<file path="src/rtl/hwc_pkg.sv">
package hwc_pkg;

   // Order in which the shared divider works through the quotients.
   typedef enum logic [2:0] {
      JOB_P1   = 3'd0,
      JOB_P2   = 3'd1,
      JOB_N1   = 3'd2,
      JOB_N2   = 3'd3,
      JOB_GAIN = 3'd4
   } job_e;

endpackage

</file>
<file path="src/rtl/hwc_divider.sv">
// Restoring divider for num <= den; quot = floor(num * 2^(QW-1) / den).
module hwc_divider #(
   parameter int NW = 14,
   parameter int QW = 16
) (
   input  logic          clk,
   input  logic          rst_n,
   input  logic          go,
   input  logic [NW-1:0] num,
   input  logic [NW-1:0] den,
   output logic          done,
   output logic [QW-1:0] quot
);
   localparam int CW = $clog2(QW + 1);

   logic [NW:0]   rem_q;
   logic [NW-1:0] den_q;
   logic [CW-1:0] cnt_q;
   logic [NW:0]   diff;
   logic          take;

   if (QW < 2) begin : g_qw_bad
      $error("hwc_divider: QW must be at least 2");
   end

   always_comb begin
      take = (rem_q >= {1'b0, den_q});
      diff = rem_q - {1'b0, den_q};
   end

   always_ff @(posedge clk) begin
      if (!rst_n) begin
         rem_q <= '0;
         den_q <= '0;
         cnt_q <= '0;
         quot  <= '0;
         done  <= 1'b0;
      end else if (go) begin
         rem_q <= {1'b0, num};
         den_q <= den;
         cnt_q <= CW'(QW);
         quot  <= '0;
         done  <= 1'b0;
      end else if (cnt_q != '0) begin
         if (take) begin
            quot  <= {quot[QW-2:0], 1'b1};
            rem_q <= {diff[NW-1:0], 1'b0};
         end else begin
            quot  <= {quot[QW-2:0], 1'b0};
            rem_q <= {rem_q[NW-1:0], 1'b0};
         end
         cnt_q <= cnt_q - 1'b1;
         done  <= (cnt_q == CW'(1));
      end else begin
         done <= 1'b0;
      end
   end
endmodule

</file>
<file path="src/rtl/hwc_clamp.sv">
// Forces lo <= hi <= 1.0 on a pair of raw thresholds.
module hwc_clamp #(
   parameter int QW = 16,
   parameter int FW = 15
) (
   input  logic [QW-1:0] raw_lo,
   input  logic [QW-1:0] raw_hi,
   output logic [QW-1:0] lim_lo,
   output logic [QW-1:0] lim_hi
);
   localparam logic [QW-1:0] ONE = QW'(1) << FW;

   logic [QW-1:0] hi_up;

   always_comb begin
      lim_lo = (raw_lo > ONE) ? ONE : raw_lo;
      hi_up  = (raw_hi < lim_lo) ? lim_lo : raw_hi;
      lim_hi = (hi_up > ONE) ? ONE : hi_up;
   end
endmodule

</file>
<file path="src/rtl/hw_limit_comp.sv">
module hw_limit_comp #(
   parameter int VW = 12,
   parameter int FW = 15
) (
   input  logic          clk,
   input  logic          rst_n,
   input  logic          fault_mode,
   input  logic          start,
   input  logic [VW-1:0] pos_v1,
   input  logic [VW-1:0] pos_v2,
   input  logic [VW-1:0] pos_v3,
   input  logic [VW-1:0] neg_v1,
   input  logic [VW-1:0] neg_v2,
   input  logic [VW-1:0] neg_v3,
   output logic [FW:0]   pos_lim0,
   output logic [FW:0]   pos_lim1,
   output logic [FW:0]   pos_lim2,
   output logic [FW:0]   pos_lim3,
   output logic [FW:0]   neg_lim0,
   output logic [FW:0]   neg_lim1,
   output logic [FW:0]   neg_lim2,
   output logic [FW:0]   neg_lim3,
   output logic [FW:0]   gain,
   output logic          gain_neg,
   output logic          valid
);
   localparam int SW = VW + 2;
   localparam int QW = FW + 1;
   localparam logic [QW-1:0] ONE = QW'(1) << FW;

   if (VW < 2 || VW > 28) begin : g_vw_bad
      $error("hw_limit_comp: VW out of range");
   end
   if (FW < 4 || FW > 30) begin : g_fw_bad
      $error("hw_limit_comp: FW out of range");
   end

   // Input sums and the admission decision
   logic [SW-1:0] psum_in, nsum_in;
   logic          zero_in, accept;

   // Latched operands
   logic          run_q, mode_q;
   logic [SW-1:0] pv1_q, pv12_q, psum_q;
   logic [SW-1:0] nv1_q, nv12_q, nsum_q;

   // Sequencing
   hwc_pkg::job_e job_q;
   logic          go_q, commit_q, last_job;
   logic [SW-1:0] div_num, div_den;
   logic          div_done;
   logic [QW-1:0] div_quot;

   // Raw quotients: [0] positive, [1] negative
   logic [QW-1:0] raw_lo [2];
   logic [QW-1:0] raw_hi [2];
   logic [QW-1:0] cl_lo  [2];
   logic [QW-1:0] cl_hi  [2];
   logic [QW-1:0] raw_gain_q;

   logic [QW-1:0] lim1_o [2];
   logic [QW-1:0] lim2_o [2];

   always_comb begin
      psum_in = SW'(pos_v1) + SW'(pos_v2) + SW'(pos_v3);
      nsum_in = SW'(neg_v1) + SW'(neg_v2) + SW'(neg_v3);
      zero_in = fault_mode ? ((psum_in == '0) || (nsum_in == '0)) : (psum_in == '0);
      accept  = start && !run_q && !zero_in;
   end

   always_comb begin
      div_num = pv1_q;
      div_den = psum_q;
      unique case (job_q)
         hwc_pkg::JOB_P1:   begin div_num = pv1_q;  div_den = psum_q; end
         hwc_pkg::JOB_P2:   begin div_num = pv12_q; div_den = psum_q; end
         hwc_pkg::JOB_N1:   begin div_num = nv1_q;  div_den = nsum_q; end
         hwc_pkg::JOB_N2:   begin div_num = nv12_q; div_den = nsum_q; end
         hwc_pkg::JOB_GAIN: begin
            div_num = (psum_q < nsum_q) ? psum_q : nsum_q;
            div_den = (psum_q < nsum_q) ? nsum_q : psum_q;
         end
         default: ;
      endcase
      last_job = mode_q ? (job_q == hwc_pkg::JOB_GAIN) : (job_q == hwc_pkg::JOB_P2);
   end

   hwc_divider #(.NW(SW), .QW(QW)) u_div (
      .clk  (clk),
      .rst_n(rst_n),
      .go   (go_q),
      .num  (div_num),
      .den  (div_den),
      .done (div_done),
      .quot (div_quot)
   );

   for (genvar p = 0; p < 2; p++) begin : g_pol
      hwc_clamp #(.QW(QW), .FW(FW)) u_clamp (
         .raw_lo(raw_lo[p]),
         .raw_hi(raw_hi[p]),
         .lim_lo(cl_lo[p]),
         .lim_hi(cl_hi[p])
      );
   end

   always_ff @(posedge clk) begin
      if (!rst_n) begin
         run_q      <= 1'b0;
         mode_q     <= 1'b0;
         pv1_q      <= '0;
         pv12_q     <= '0;
         psum_q     <= '0;
         nv1_q      <= '0;
         nv12_q     <= '0;
         nsum_q     <= '0;
         job_q      <= hwc_pkg::JOB_P1;
         go_q       <= 1'b0;
         commit_q   <= 1'b0;
         raw_lo[0]  <= '0;
         raw_hi[0]  <= '0;
         raw_lo[1]  <= '0;
         raw_hi[1]  <= '0;
         raw_gain_q <= ONE;
         lim1_o[0]  <= '0;
         lim2_o[0]  <= '0;
         lim1_o[1]  <= '0;
         lim2_o[1]  <= '0;
         gain       <= ONE;
         gain_neg   <= 1'b0;
         valid      <= 1'b0;
      end else begin
         go_q     <= 1'b0;
         commit_q <= 1'b0;
         valid    <= 1'b0;
         if (accept) begin
            run_q  <= 1'b1;
            mode_q <= fault_mode;
            pv1_q  <= SW'(pos_v1);
            pv12_q <= SW'(pos_v1) + SW'(pos_v2);
            psum_q <= psum_in;
            nv1_q  <= SW'(neg_v1);
            nv12_q <= SW'(neg_v1) + SW'(neg_v2);
            nsum_q <= nsum_in;
            job_q  <= hwc_pkg::JOB_P1;
            go_q   <= 1'b1;
         end else if (div_done) begin
            unique case (job_q)
               hwc_pkg::JOB_P1:   raw_lo[0]  <= div_quot;
               hwc_pkg::JOB_P2:   raw_hi[0]  <= div_quot;
               hwc_pkg::JOB_N1:   raw_lo[1]  <= div_quot;
               hwc_pkg::JOB_N2:   raw_hi[1]  <= div_quot;
               hwc_pkg::JOB_GAIN: raw_gain_q <= div_quot;
               default: ;
            endcase
            if (last_job) begin
               commit_q <= 1'b1;
            end else begin
               job_q <= hwc_pkg::job_e'(job_q + 3'd1);
               go_q  <= 1'b1;
            end
         end
         if (commit_q) begin
            run_q     <= 1'b0;
            valid     <= 1'b1;
            lim1_o[0] <= cl_lo[0];
            lim2_o[0] <= cl_hi[0];
            lim1_o[1] <= mode_q ? cl_lo[1] : cl_lo[0];
            lim2_o[1] <= mode_q ? cl_hi[1] : cl_hi[0];
            gain      <= mode_q ? raw_gain_q : ONE;
            gain_neg  <= mode_q && (nsum_q > psum_q);
         end
      end
   end

   assign pos_lim0 = '0;
   assign pos_lim1 = lim1_o[0];
   assign pos_lim2 = lim2_o[0];
   assign pos_lim3 = ONE;
   assign neg_lim0 = '0;
   assign neg_lim1 = lim1_o[1];
   assign neg_lim2 = lim2_o[1];
   assign neg_lim3 = ONE;
endmodule

</file>
<file path="config.mk">
export PLATFORM = sky130hd
export DESIGN_NAME = hw_limit_comp
export DESIGN_NICKNAME = d
export VERILOG_FILES = /design/src/rtl/hwc_pkg.sv /design/src/rtl/hwc_divider.sv /design/src/rtl/hwc_clamp.sv /design/src/rtl/hw_limit_comp.sv
export SDC_FILE = /design/constraint.sdc
export NUM_CORES = 1
export LEC_CHECK = 0
export BUFFER_PORTS_ARGS = -buffer_cell sky130_fd_sc_hd__buf_4
export CORE_MARGIN = 8
export CORE_UTILIZATION = 40
export CTS_BUF_LIST = sky130_fd_sc_hd__clkbuf_16
export CTS_CLUSTER_DIAMETER = 100
export DETAILED_ROUTE_END_ITERATION = 8
export GPL_TIMING_DRIVEN = 1
export PLACE_DENSITY = 0.55
export RECOVER_POWER = 50
export SKIP_LAST_GASP = 1
export SLEW_MARGIN = 30
export SYNTH_ARGS = -nofsm -noshare
export SYNTH_HDL_FRONTEND = slang
export SYNTH_HIERARCHICAL = 1
export SYNTH_SLANG_ARGS = --single-unit
export TNS_END_PERCENT = 5
</file>
<file path="constraint.sdc">
create_clock -name clk -period 10.99 [get_ports clk]
set_input_delay 2.198 -clock clk [delete_from_list [all_inputs] [get_ports clk]]
set_output_delay 2.198 -clock clk [all_outputs]
set_load 0.01 [all_outputs]
</file>
**Word-level counts from Yosys, hierarchy flattened**

Memories as Yosys holds them, arrays and structs flattened.
Index checks and enable logic that the tools add are counted.

- Bits in registers: 172
- Bits in writable memories: 128
- Memories kept: 4

- Add/subtract/negate cells: 7
- Order comparisons: 9
- Equality and inequality tests: 5
- Mux-type cells: 57
- Bitwise gates (word level): 13
- Reduce and logical (&&, ||, !) cells: 19

Memory list:

| memory | depth | width | read ports | clocked after Yosys merged registers in | write ports | RTL line | source |
|---|---|---|---|---|---|---|---|
| lim1_o | 2 | 16 | 2 | 0 | 2 | hw_limit_comp.sv:61 | `logic [QW-1:0] lim1_o [2];` |
| lim2_o | 2 | 16 | 2 | 0 | 2 | hw_limit_comp.sv:62 | `logic [QW-1:0] lim2_o [2];` |
| raw_hi | 2 | 16 | 2 | 0 | 2 | hw_limit_comp.sv:56 | `logic [QW-1:0] raw_hi [2];` |
| raw_lo | 2 | 16 | 2 | 0 | 2 | hw_limit_comp.sv:55 | `logic [QW-1:0] raw_lo [2];` |

Operators with widths:

| cell | count |
|---|---|
| $mux 16 | 17 |
| $gt 16x16->1 const B | 4 |
| $mux 14 | 4 |
| $pmux 14 s4 | 1 |
| $lt 16x16->1 | 2 |
| $mux 1 | 31 |
| $add 14x12->14 | 2 |
| $logic_not 14->1 | 2 |
| $pmux 14 s2 | 1 |
| $add 12x12->13 | 2 |
| $ge 15x14->1 | 1 |
| $mux 15 | 1 |
| $gt 14x14->1 | 1 |
| $lt 14x14->1 | 1 |
| $sub 14x14->14 | 1 |
| $mux 5 | 2 |
| $or 1x1->1 | 8 |
| $reduce_or 2->1 | 4 |
| $eq 3x2->1 const B | 2 |
| $reduce_or 3->1 | 2 |
| $eq 5x1->1 const B | 1 |
| $not 1->1 | 5 |
| $reduce_bool 5->1 | 1 |
| $sub 5x1->5 const B | 1 |
| 10 further kinds | 13 |

**Longest topological paths before layout**

Gate-level depths: netlist of the first run.

- Depth in word-level cells: 11
- Gate-level depth with buffers: 21

**Hierarchy**

The synthesis of the first run kept the hierarchy.

Modules (own cells, without submodules):

| module | instances | cells each | area each (µm²) |
|---|---|---|---|
| hw_limit_comp | 1 | 1389 | 13479.2 |
| hwc_divider | 1 | 362 | 2932.8 |
| hwc_clamp | 2 | 114 | 778.2 |

**Worst setup path after synthesis of the first run**

Ideal clock, no wire load.

- Path kind: input-to-reg
- Start: input port neg_v1[1]
- End: memory raw_hi[0][0] (enable)
- Setup time: 411 ps
- Arrival: 7097 ps
- Data required time: 10579 ps
- Slack: 3481 ps
- Stages: 18
- Cell sequence: ha_1 a21o_1 a21oi_1 o21ai_0 a21oi_1 o21a_1 o311ai_0 ha_1 clkbuf_1 nand2_1 or4_1 o211a_1 a211oi_1 o2111ai_1 o31ai_2 buf_2 o21ai_0 o21ai_0

RTL lines:

| element | RTL line | source |
|---|---|---|
| start: declaration | hw_limit_comp.sv:12 | `input logic [VW-1:0] neg_v1,` |
| end: declaration | hw_limit_comp.sv:56 |  |

==> flow_summary.json, run 1 <==
{
  "status": "complete, but fails checks",
  "violations": "capacitance limit, slew limit",
  "synth-seq-cells": 298,
  "dr_wl_met3_um": 1850,
  "cp-start-kind": "input pin",
  "p_clk_share_pct": 32.2,
  "utilization_pct": 45.5,
  "setup_viol": 0,
  "antenna_found_initial": 0,
  "gp_congestion": 0.893,
  "antenna_cells": 0,
  "drt_iter0_drc": 1083,
  "placedCellCount": 2628,
  "viasPerCell": 5.51,
  "leakage_nw": 7.84,
  "peakVddDrop_v": 0.000105,
  "cp.arrival_ps": 8160,
  "cts.sinks": 298,
  "final_cells": 2693,
  "syn_inst": 1979,
  "worst_slack_ps": 2650,
  "post_cts_buffers": 0,
  "final_area_um2": 20200,
  "min_period_ps": 8340,
  "grt_pass1_vias": 14900,
  "worstPathMaxFanout": 65,
  "synth.distinct_cells": 93,
  "criticalPathCategory": "in -> reg",
  "design.die.area_um2": 52000,
  "post_cts_resized": 0,
  "cp_top_family": "buffers and inverters",
  "path_cells": "clkbuf_1 -> clkbuf_1 -> inv_1 -> nor2_1 -> clkbuf_1 -> clkinv_1 -> clkbuf_1",
  "p_per_area_nw_per_um2": 174,
  "die_w_um": 228,
  "place_ws_ps": 2960,
  "ant_nets": 0,
  "p_sw_share_pct": 34.7,
  "grt_pass1_wl_um": 82400,
  "tns_ps": 0,
  "holdBufCountCts": 0,
  "track_usage_pct": 19.3,
  "cap_viol_max_count": 3,
  "placement.io_buffers": 157,
  "rows": 77,
  "wirelength_um": 52500,
  "synthFlopType": "dfxtp_1",
  "top_layer_used": "met4",
  "hold_viol_final": 0,
  "met2WireLength_um": 26800,
  "fin_worst_skew_ps": 21.0,
  "cp.required_ps": 10810,
  "grt.overflow.total": 0,
  "internal-power_mw": 2.30,
  "grt_max_degree": 84,
  "clkLatencyLatePin_ps": 550,
  "ys_seq_area_share_pct": 40.3,
  "cts_inserted_buffers": 35,
  "cts_tree": "yes",
  "path_clk_slew_ps": 60,
  "synth-edff-count": 128,
  "critPathBufInv": 6,
  "syn_avg_cell_area_um2": 9.08,
  "start_util_pct": 40.5,
  "wire_per_inst_um": 19.5,
  "worstMarginPinSlew_ps": 3240,
  "switchingPower_mw": 1.22,
  "rsz0062_at_grt": "no",
  "combPwrFrac_pct": 30.9,
  "crit_path_frequent_cell": "clkbuf_1",
  "async_flop_share_pct": 0,
  "ys_warn_count": 6,
  "end_kind": "flop",
  "drc": 0,
  "firstDrtPassIters": 6,
  "seqPwrFrac_pct": 36.9,
  "drt-met1-wl_um": 22300,
  "syn2layout_area_growth_pct": 12.3,
  "hp-class": "reg -> reg",
  "nets": 2273,
  "htreeDepth": 2,
  "dp_hpwl_um": 39500,
  "cpPeakStageDelay_ps": 1690,
  "vias": 14800,
  "maxSlewHeadroom_pct": -116,
  "cts_buffer_depth": 3,
  "period_share_pct": 75.9,
  "core_um2": 44300,
  "die_h_um": 228,
  "ios": 222,
  "slew_viol_final": 171,
  "cts_root_buf": "clkbuf_16",
  "crit_slowest_cell": "clkbuf_1",
  "netlist_area_um2": 18000,
  "placed_cell_area_um2": 19400,
  "fmaxAchievable_ghz": 0.120,
  "drive_gt1_share_pct": 9.09
}
[final timing paths]
check / start / to / slack [ps] / cells past startpoint
hold reg to reg: raw_gain_q[0] / raw_gain_q[0] / 460 / 2
setup / recovery: rst_n / lim1_o[0][24] / 2650 / 7
hold / removal: raw_gain_q[0] / raw_gain_q[0] / 460 / 2
setup reg to reg: commit_q / lim1_o[0][24] / 7220 / 4
[synth_stat cells (6+ instances only)]
library cell | instances | area (µm²)
nand2_1 | 209 | 785
dfxtp_1 | 170 | 3400
a21oi_1 | 159 | 796
edfxtp_1 | 128 | 3840
ha_1 | 118 | 1480
o21ai_0 | 113 | 566
inv_1 | 102 | 383
clkbuf_1 | 100 | 375
mux2i_1 | 98 | 981
nor2_1 | 95 | 357
nand3_1 | 86 | 430
buf_4 | 64 | 480
nor3_1 | 62 | 310
and3_1 | 41 | 257
a22o_1 | 30 | 263
nor2b_1 | 29 | 181
xnor2_1 | 23 | 201
o21a_1 | 20 | 150
a21o_1 | 19 | 143
a211oi_1 | 18 | 135
a31oi_1 | 17 | 106
nand2b_1 | 16 | 100
nand4_1 | 16 | 100
a41oi_1 | 15 | 131
nor4_1 | 15 | 93.8
a222oi_1 | 12 | 120
buf_1 | 12 | 45.0
xor2_1 | 10 | 87.6
o211ai_1 | 8 | 60.1
o21ai_1 | 8 | 40.0
or3_1 | 8 | 50.1
o2111ai_1 | 7 | 61.3
o21bai_1 | 7 | 52.6
o311ai_0 | 7 | 61.3
nand3b_1 | 6 | 45.0
o31ai_1 | 6 | 45.0
[worst min-delay path: cells and delay by family, from the launching register on]
family / cells / cell delay [ps]
mux: 1 / 50
flops: 1 / 310
simple gates: 1 / 50
[logic make-up after synthesis]
family	synth area share, %
simple gates	17.2
mux	5.71
buf+inv	7.53
xor+xnor	1.61
compound gates	18.8
other cells	0.0418
fa+ha+maj	8.77
flops	40.3
[final cells by class]
cell class	instances	area [µm²]
Fill cell	4499	24100
Multi-Input combinational cell	1456	9640
Sequential cell	298	7250
Timing Repair Buffer	181	1040
Clock buffer	35	876
Tap cell	592	741
Inverter	102	383
Clock inverter	29	251
[registers in the layout, indices dropped and copies added, names as in the netlist, 3 cells and up]
signal / flops
nv12_q: 13
pv1_q: 12
lim2_o: 32
lim1_o: 32
pv12_q: 13
u_div/cnt_q: 5
psum_q: 14
u_div/rem_q: 15
gain: 16
u_div/quot: 16
raw_gain_q: 16
u_div/den_q: 14
raw_hi: 32
nsum_q: 14
nv1_q: 12
job_q: 3
raw_lo: 32
[metal layers]
layer	GRT usage (%)	vias to the layer above
met1	22.7	7092
met2	35.3	350
li1	-	7306
met4	6.98	0
met3	2.64	90
met5	0	-
[cells in the final DEF (no fill, tap or decap), types with 19 or more instances in the layout]
cell	Yosys	routed
nand3_1	86	86
edfxtp_1	128	128
a21o_1	19	19
inv_1	102	105
xnor2_1	23	23
o21a_1	20	20
clkbuf_1	100	87
a21oi_1	159	159
and3_1	41	41
conb_1	2	64
nand2_1	209	209
a22o_1	30	30
nor2_1	95	93
nor2b_1	29	28
a211oi_1	18	19
clkbuf_16	0	35
nor3_1	62	62
buf_4	64	93
ha_1	118	118
mux2i_1	98	98
dfxtp_1	170	169
o21ai_0	113	112
[through the flow]
step | hold WS [ps] | power, mW
after floorplan | 434 | 2.12
after global placement | 448 | 2.39
after detailed placement | 453 | 2.41
after CTS | 464 | 3.55
after global routing | 479 | 3.71
final | 460 | 3.52
[power by group through the flow]
stage	registers (mW)	clock network (mW)	logic, mW
after detailed placement	1.32	0	1.09
after global placement	1.32	0	1.08
after global routing	1.30	1.20	1.20
final	1.30	1.13	1.09
after CTS	1.30	1.16	1.09
after floorplan	1.29	0	0.829
(Power assumes the default switching activity.)
==> run 2, diff against run 1 <==
--- a/config.mk
+++ b/config.mk
@@ -12,7 +12,7 @@
 export CTS_CLUSTER_DIAMETER = 100
 export DETAILED_ROUTE_END_ITERATION = 8
 export GPL_TIMING_DRIVEN = 1
-export PLACE_DENSITY = 0.55
+export PLACE_DENSITY = 0.57
 export RECOVER_POWER = 50
 export SKIP_LAST_GASP = 1
 export SLEW_MARGIN = 30
==> constraint.sdc (replaced) <==
create_clock -name clk -period 7.2 [get_ports clk]
set_input_delay 1.44 -clock clk [delete_from_list [all_inputs] [get_ports clk]]
set_output_delay 1.44 -clock clk [all_outputs]
set_load 0.01 [all_outputs]
==> run 2 against run 1 <==
First-iteration DRC count up 15%; largest cell class unchanged; count of clock-buffer cells in the layout unchanged; global-route usage about the same; core utilization decreased by 0.099 points; clock power up 45%; flip-flop and latch count did not move; the run still ends with capacitance limit, slew limit left; critical path depth is 11 higher; largest power group unchanged; setup slack got worse by 1400 ps.
==> flow_summary.json, run 2 (synthesis results as in run 1) <==
{
  "status": "complete, but fails checks",
  "violations": "capacitance limit, slew limit",
  "rsz0062_at_grt": "no",
  "htreeDepth": 2,
  "leakage_nw": 7.84,
  "cts_buffer_depth": 3,
  "cp-start-kind": "input pin",
  "maxSlewHeadroom_pct": -51.4,
  "holdBufCountCts": 0,
  "final_common_cell": "nand2_1",
  "grt_max_degree": 82,
  "placement.io_buffers": 157,
  "peakVddDrop_v": 0.000159,
  "post_cts_buffers": 0,
  "wirelength_um": 52400,
  "period_share_pct": 83.2,
  "cp.required_ps": 7570,
  "cts.sinks": 298,
  "final_cell_mix": "nand2_1, dfxtp_1, a21oi_1, edfxtp_1, ha_1",
  "post_cts_resized": 0,
  "antenna_cells": 0,
  "multi_input_comb_area_um2": 9620,
  "fmaxAchievable_ghz": 0.167,
  "hp-class": "reg -> reg",
  "drive_gt1_share_pct": 8.98,
  "worstPathMaxFanout": 77,
  "track_usage_pct": 19.2,
  "cap_viol_max_count": 2,
  "slew_viol_final": 98,
  "p_sw_share_pct": 35.0,
  "dp_hpwl_um": 39300,
  "cts_root_buf": "clkbuf_16",
  "seqPwrFrac_pct": 37.7,
  "switchingPower_mw": 1.84,
  "p_total_mw": 5.26,
  "regArea_um2": 7250,
  "combPwrFrac_pct": 31.2,
  "hold_viol_final": 0,
  "viasPerCell": 5.51,
  "cp.arrival_ps": 6360,
  "tns_ps": 0,
  "gp_congestion": 0.908,
  "vias": 14800,
  "p_clk_share_pct": 31.1,
  "end_kind": "flop",
  "cts_tree": "yes",
  "wire_per_inst_um": 19.4,
  "firstDrtPassIters": 5,
  "clkLatencyLatePin_ps": 550,
  "antenna_found_initial": 0,
  "nets": 2278,
  "drc": 0,
  "nFillCells": 4448,
  "path_clk_slew_ps": 60,
  "grt_pass1_vias": 14800,
  "die_w_um": 228,
  "fin_worst_skew_ps": 32.2,
  "setup_viol": 0,
  "cts_inserted_buffers": 35,
  "design.die.area_um2": 52000,
  "core_um2": 44300,
  "start_util_pct": 40.5,
  "ios": 222,
  "syn2layout_area_growth_pct": 12.1,
  "grt_pass1_wl_um": 82500,
  "internal-power_mw": 3.42,
  "die_h_um": 228,
  "rows": 77,
  "criticalPathCategory": "in -> reg",
  "ant_nets": 0,
  "min_period_ps": 5990,
  "grt.overflow.total": 0,
  "drt_iter0_drc": 1248,
  "worstMarginPinSlew_ps": 2270,
  "p_per_area_nw_per_um2": 261
}
run 2: cell type report:
type / instances / area share, %
Tap cell: 592 / 3.68
Sequential cell: 298 / 36.0
Clock inverter: 28 / 0.845
Multi-Input combinational cell: 1456 / 47.8
Timing Repair Buffer: 186 / 5.41
Inverter: 102 / 1.90
Clock buffer: 35 / 4.35
run 2: path summary, 6_finish.rpt:
check                               startpoint             end  slack (ps)  cells after the start
worst max-delay path                 neg_v1[1]       psum_q[8]        1210                     18
worst min-delay path            raw_gain_q[14]  raw_gain_q[14]         460                      2
worst max register to register   raw_lo[0][15]   lim2_o[0][16]        3120                     11
worst min register to register  raw_gain_q[14]  raw_gain_q[14]         460                      2
run 2: metrics by stage:
step | hold WS (ps) | std cells | cell area, µm² | setup slack [ps] | util, %
global placement | 447 | 2632 | 19400 | 794 | 43.8
finish | 457 | 2697 | 20100 | 1210 | 45.4
global route | 485 | 2697 | 20100 | 805 | 45.4
detailed placement | 447 | 2633 | 19400 | 731 | 43.8
CTS | 458 | 2696 | 20500 | 1240 | 46.2
floorplan | 434 | 2041 | 18200 | 449 | -
run 2: power groups by stage:
stage          Sequential (mW)  Combinational, mW  Clock (mW)
2_1_floorplan             1.98               1.26           0
3_3_place_gp              2.02               1.63           0
3_5_place_dp              2.02               1.64           0
4_1_cts                   1.98               1.65        1.67
5_1_grt                   2.00               1.81        1.74
6_report                  1.99               1.64        1.64
run 2: routing by layer:
| layer | share of wire [%] | global-route usage, % |
|---|---|---|
| met5 | 0 | 0 |
| met4 | 3.1 | 6.68 |
| met3 | 4.4 | 2.74 |
| met2 | 50 | 34.4 |
| met1 | 43 | 23.3 |
run 2: worst max-delay path, cell delays in order:
cell and delay, ps:
buf_4 120, ha_1 280, a21o_1 180, a21oi_1 260, o21ai_0 160, a21oi_1 310, o21a_1 200, o311ai_0 240
ha_1 570, nand2_1 100, or4_1 520, o211a_1 160, a211oi_1 210, o2111ai_1 220, o31ai_4 370, buf_4 650
or4_1 250, a21oi_1 70
==> run 3, diff against run 2 <==
--- a/config.mk
+++ b/config.mk
@@ -12,7 +12,7 @@
 export CTS_CLUSTER_DIAMETER = 100
 export DETAILED_ROUTE_END_ITERATION = 8
 export GPL_TIMING_DRIVEN = 1
-export PLACE_DENSITY = 0.57
+export PLACE_DENSITY = 0.55
 export RECOVER_POWER = 50
 export SKIP_LAST_GASP = 1
 export SLEW_MARGIN = 30
==> constraint.sdc (replaced) <==
create_clock -name clk -period 5.7 [get_ports clk]
set_input_delay 1.14 -clock clk [delete_from_list [all_inputs] [get_ports clk]]
set_output_delay 1.14 -clock clk [all_outputs]
set_load 0.01 [all_outputs]
==> run 3 against run 2 <==
The flow still finishes with violations (capacitance limit, slew limit); critical path depth unchanged; total power rose by 30%; clock power is 29% higher; first-iteration DRC count down 23%; setup slack got worse by 790 ps; via count rose by 1.6%; design area increased by 4.3%; sequential share of layout area down 1.5 points; sequential power up 26%; core utilization up 2.0 points; flip-flop and latch count stayed put.
==> flow_summary.json, run 3 (synthesis results as in run 1) <==
{
  "fmaxAchievable_ghz": 0.189,
  "crit_slowest_cell": "buf_4",
  "final_area_um2": 21000,
  "grt_pass1_vias": 15200,
  "wirelength_um": 53500,
  "final_common_cell": "nand2_1",
  "cts_inserted_buffers": 35,
  "hold_ws_ps": 459,
  "nFillCells": 4470,
  "nets": 2370,
  "seqPwrFrac_pct": 36.5,
  "violations": "capacitance limit, slew limit",
  "cp_top_family": "compound AO/OA/AOI/OAI gates",
  "drt_iter0_drc": 965,
  "htreeDepth": 2,
  "utilization_pct": 47.4,
  "setup_viol": 0,
  "track_usage_pct": 19.7,
  "final_cell_mix": "nand2_1, buf_4, dfxtp_1, a21oi_1, edfxtp_1",
  "p_sw_share_pct": 34.4,
  "min_period_ps": 5290,
  "grt_pass1_wl_um": 84100,
  "worstMarginPinSlew_ps": 2660,
  "wire_per_inst_um": 19.2,
  "critPathBufInv": 3,
  "grt_max_degree": 85,
  "combPwrFrac_pct": 32.8,
  "die_w_um": 228,
  "maxSlewHeadroom_pct": -77.1,
  "cts.sinks": 298,
  "cp-start-kind": "input pin",
  "cap_viol_max_count": 1,
  "antenna_found_initial": 0,
  "antenna_cells": 0,
  "cpPeakStageDelay_ps": 570,
  "p_per_area_nw_per_um2": 327,
  "die_h_um": 228,
  "ios": 222,
  "cts_buffer_depth": 3,
  "drc": 0,
  "leakage_nw": 8.37,
  "vias": 15100,
  "cp.arrival_ps": 5730,
  "switchingPower_mw": 2.36,
  "holdBufCountCts": 0,
  "slew_viol_final": 67,
  "internal-power_mw": 4.50,
  "gp_congestion": 0.916,
  "criticalPathCategory": "in -> reg",
  "path_clk_slew_ps": 60,
  "cts_tree": "yes",
  "drive_gt1_share_pct": 13.1,
  "status": "complete, but fails checks",
  "period_share_pct": 92.7,
  "grt.overflow.total": 0,
  "peakVddDrop_v": 0.000215,
  "design.die.area_um2": 52000,
  "rsz0062_at_grt": "no",
  "cp.required_ps": 6140,
  "p_clk_share_pct": 30.7,
  "placed_cell_area_um2": 20300,
  "firstDrtPassIters": 8,
  "path_cells": "buf_4 -> ha_1 -> a21o_1 -> a21oi_1 -> o21bai_1 -> a31o_2 -> a21oi_1 -> xnor2_1 -> ha_1 -> a211o_1 -> a311oi_1 -> o21ai_0 -> and4_1 -> buf_4 -> o211ai_4 -> buf_4 -> a21oi_1 -> a211oi_1",
  "placement.io_buffers": 157,
  "viasPerCell": 5.41,
  "end_kind": "flop",
  "dp_hpwl_um": 41000,
  "worstPathMaxFanout": 57,
  "post_cts_buffers": 0,
  "post_cts_resized": 0,
  "final_cells": 2789,
  "hold_viol_final": 0,
  "place_ws_ps": -132,
  "ant_nets": 0,
  "cts_root_buf": "clkbuf_16",
  "rows": 77,
  "clkLatencyLatePin_ps": 550,
  "placedCellCount": 2726,
  "core_um2": 44300,
  "hp-class": "reg -> reg",
  "worst_slack_ps": 415,
  "start_util_pct": 40.5,
  "fin_worst_skew_ps": 14.4,
  "syn2layout_area_growth_pct": 16.9
}
[run 3: cell types whose count changed in the layout (fill, tap and decap cells not counted), sizes merged]
cell,delta
buf,+92
clkinv,-8
inv,+7
clkbuf,+1
[run 3: metrics by stage]
| step | power (mW) | TNS (ps) |
|---|---|---|
| after floorplan | 4.10 | 0 |
| after global placement | 4.81 | -1330 |
| after detailed placement | 4.83 | -6900 |
| after CTS | 6.97 | 0 |
| after global routing | 7.24 | 0 |
| final | 6.86 | 0 |
[run 3: power by group through the flow]
stage | clock network, mW | registers [mW] | logic [mW]
floorplan | 0 | 2.50 | 1.60
global placement | 0 | 2.55 | 2.26
detailed placement | 0 | 2.55 | 2.28
CTS | 2.17 | 2.50 | 2.29
global route | 2.23 | 2.52 | 2.49
finish | 2.11 | 2.50 | 2.25
[run 3: layer usage]
metal / track usage, % / wire length (µm)
met1: 23.0 / 22100
met2: 35.9 / 27300
met3: 3.08 / 2210
met4: 7.20 / 1790
met5: 0 / 0
[run 3: area by class of cell]
type | count | area, µm² | share of cell area [%]
multi-input combinational | 1456 | 9670 | 46.0
sequential | 298 | 7250 | 34.5
timing repair buffer | 278 | 1890 | 8.98
clock buffer | 36 | 901 | 4.29
tap | 592 | 741 | 3.53
inverter | 102 | 383 | 1.82
clock inverter | 27 | 180 | 0.858
[run 3: final timing paths]
kind	startpoint	to	slack, ps	depth (start not counted)
max	pos_v1[1]	nv12_q[1]	410	18
min	raw_gain_q[5]	raw_gain_q[5]	460	2
max reg2reg	commit_q	lim1_o[0][27]	2140	4
min reg2reg	raw_gain_q[5]	raw_gain_q[5]	460	2
[run 3: tightest hold or removal path: stages, from the launching register on]
cell and delay, ps:
dfxtp_1 310, nand2_1 50, mux2i_1 50
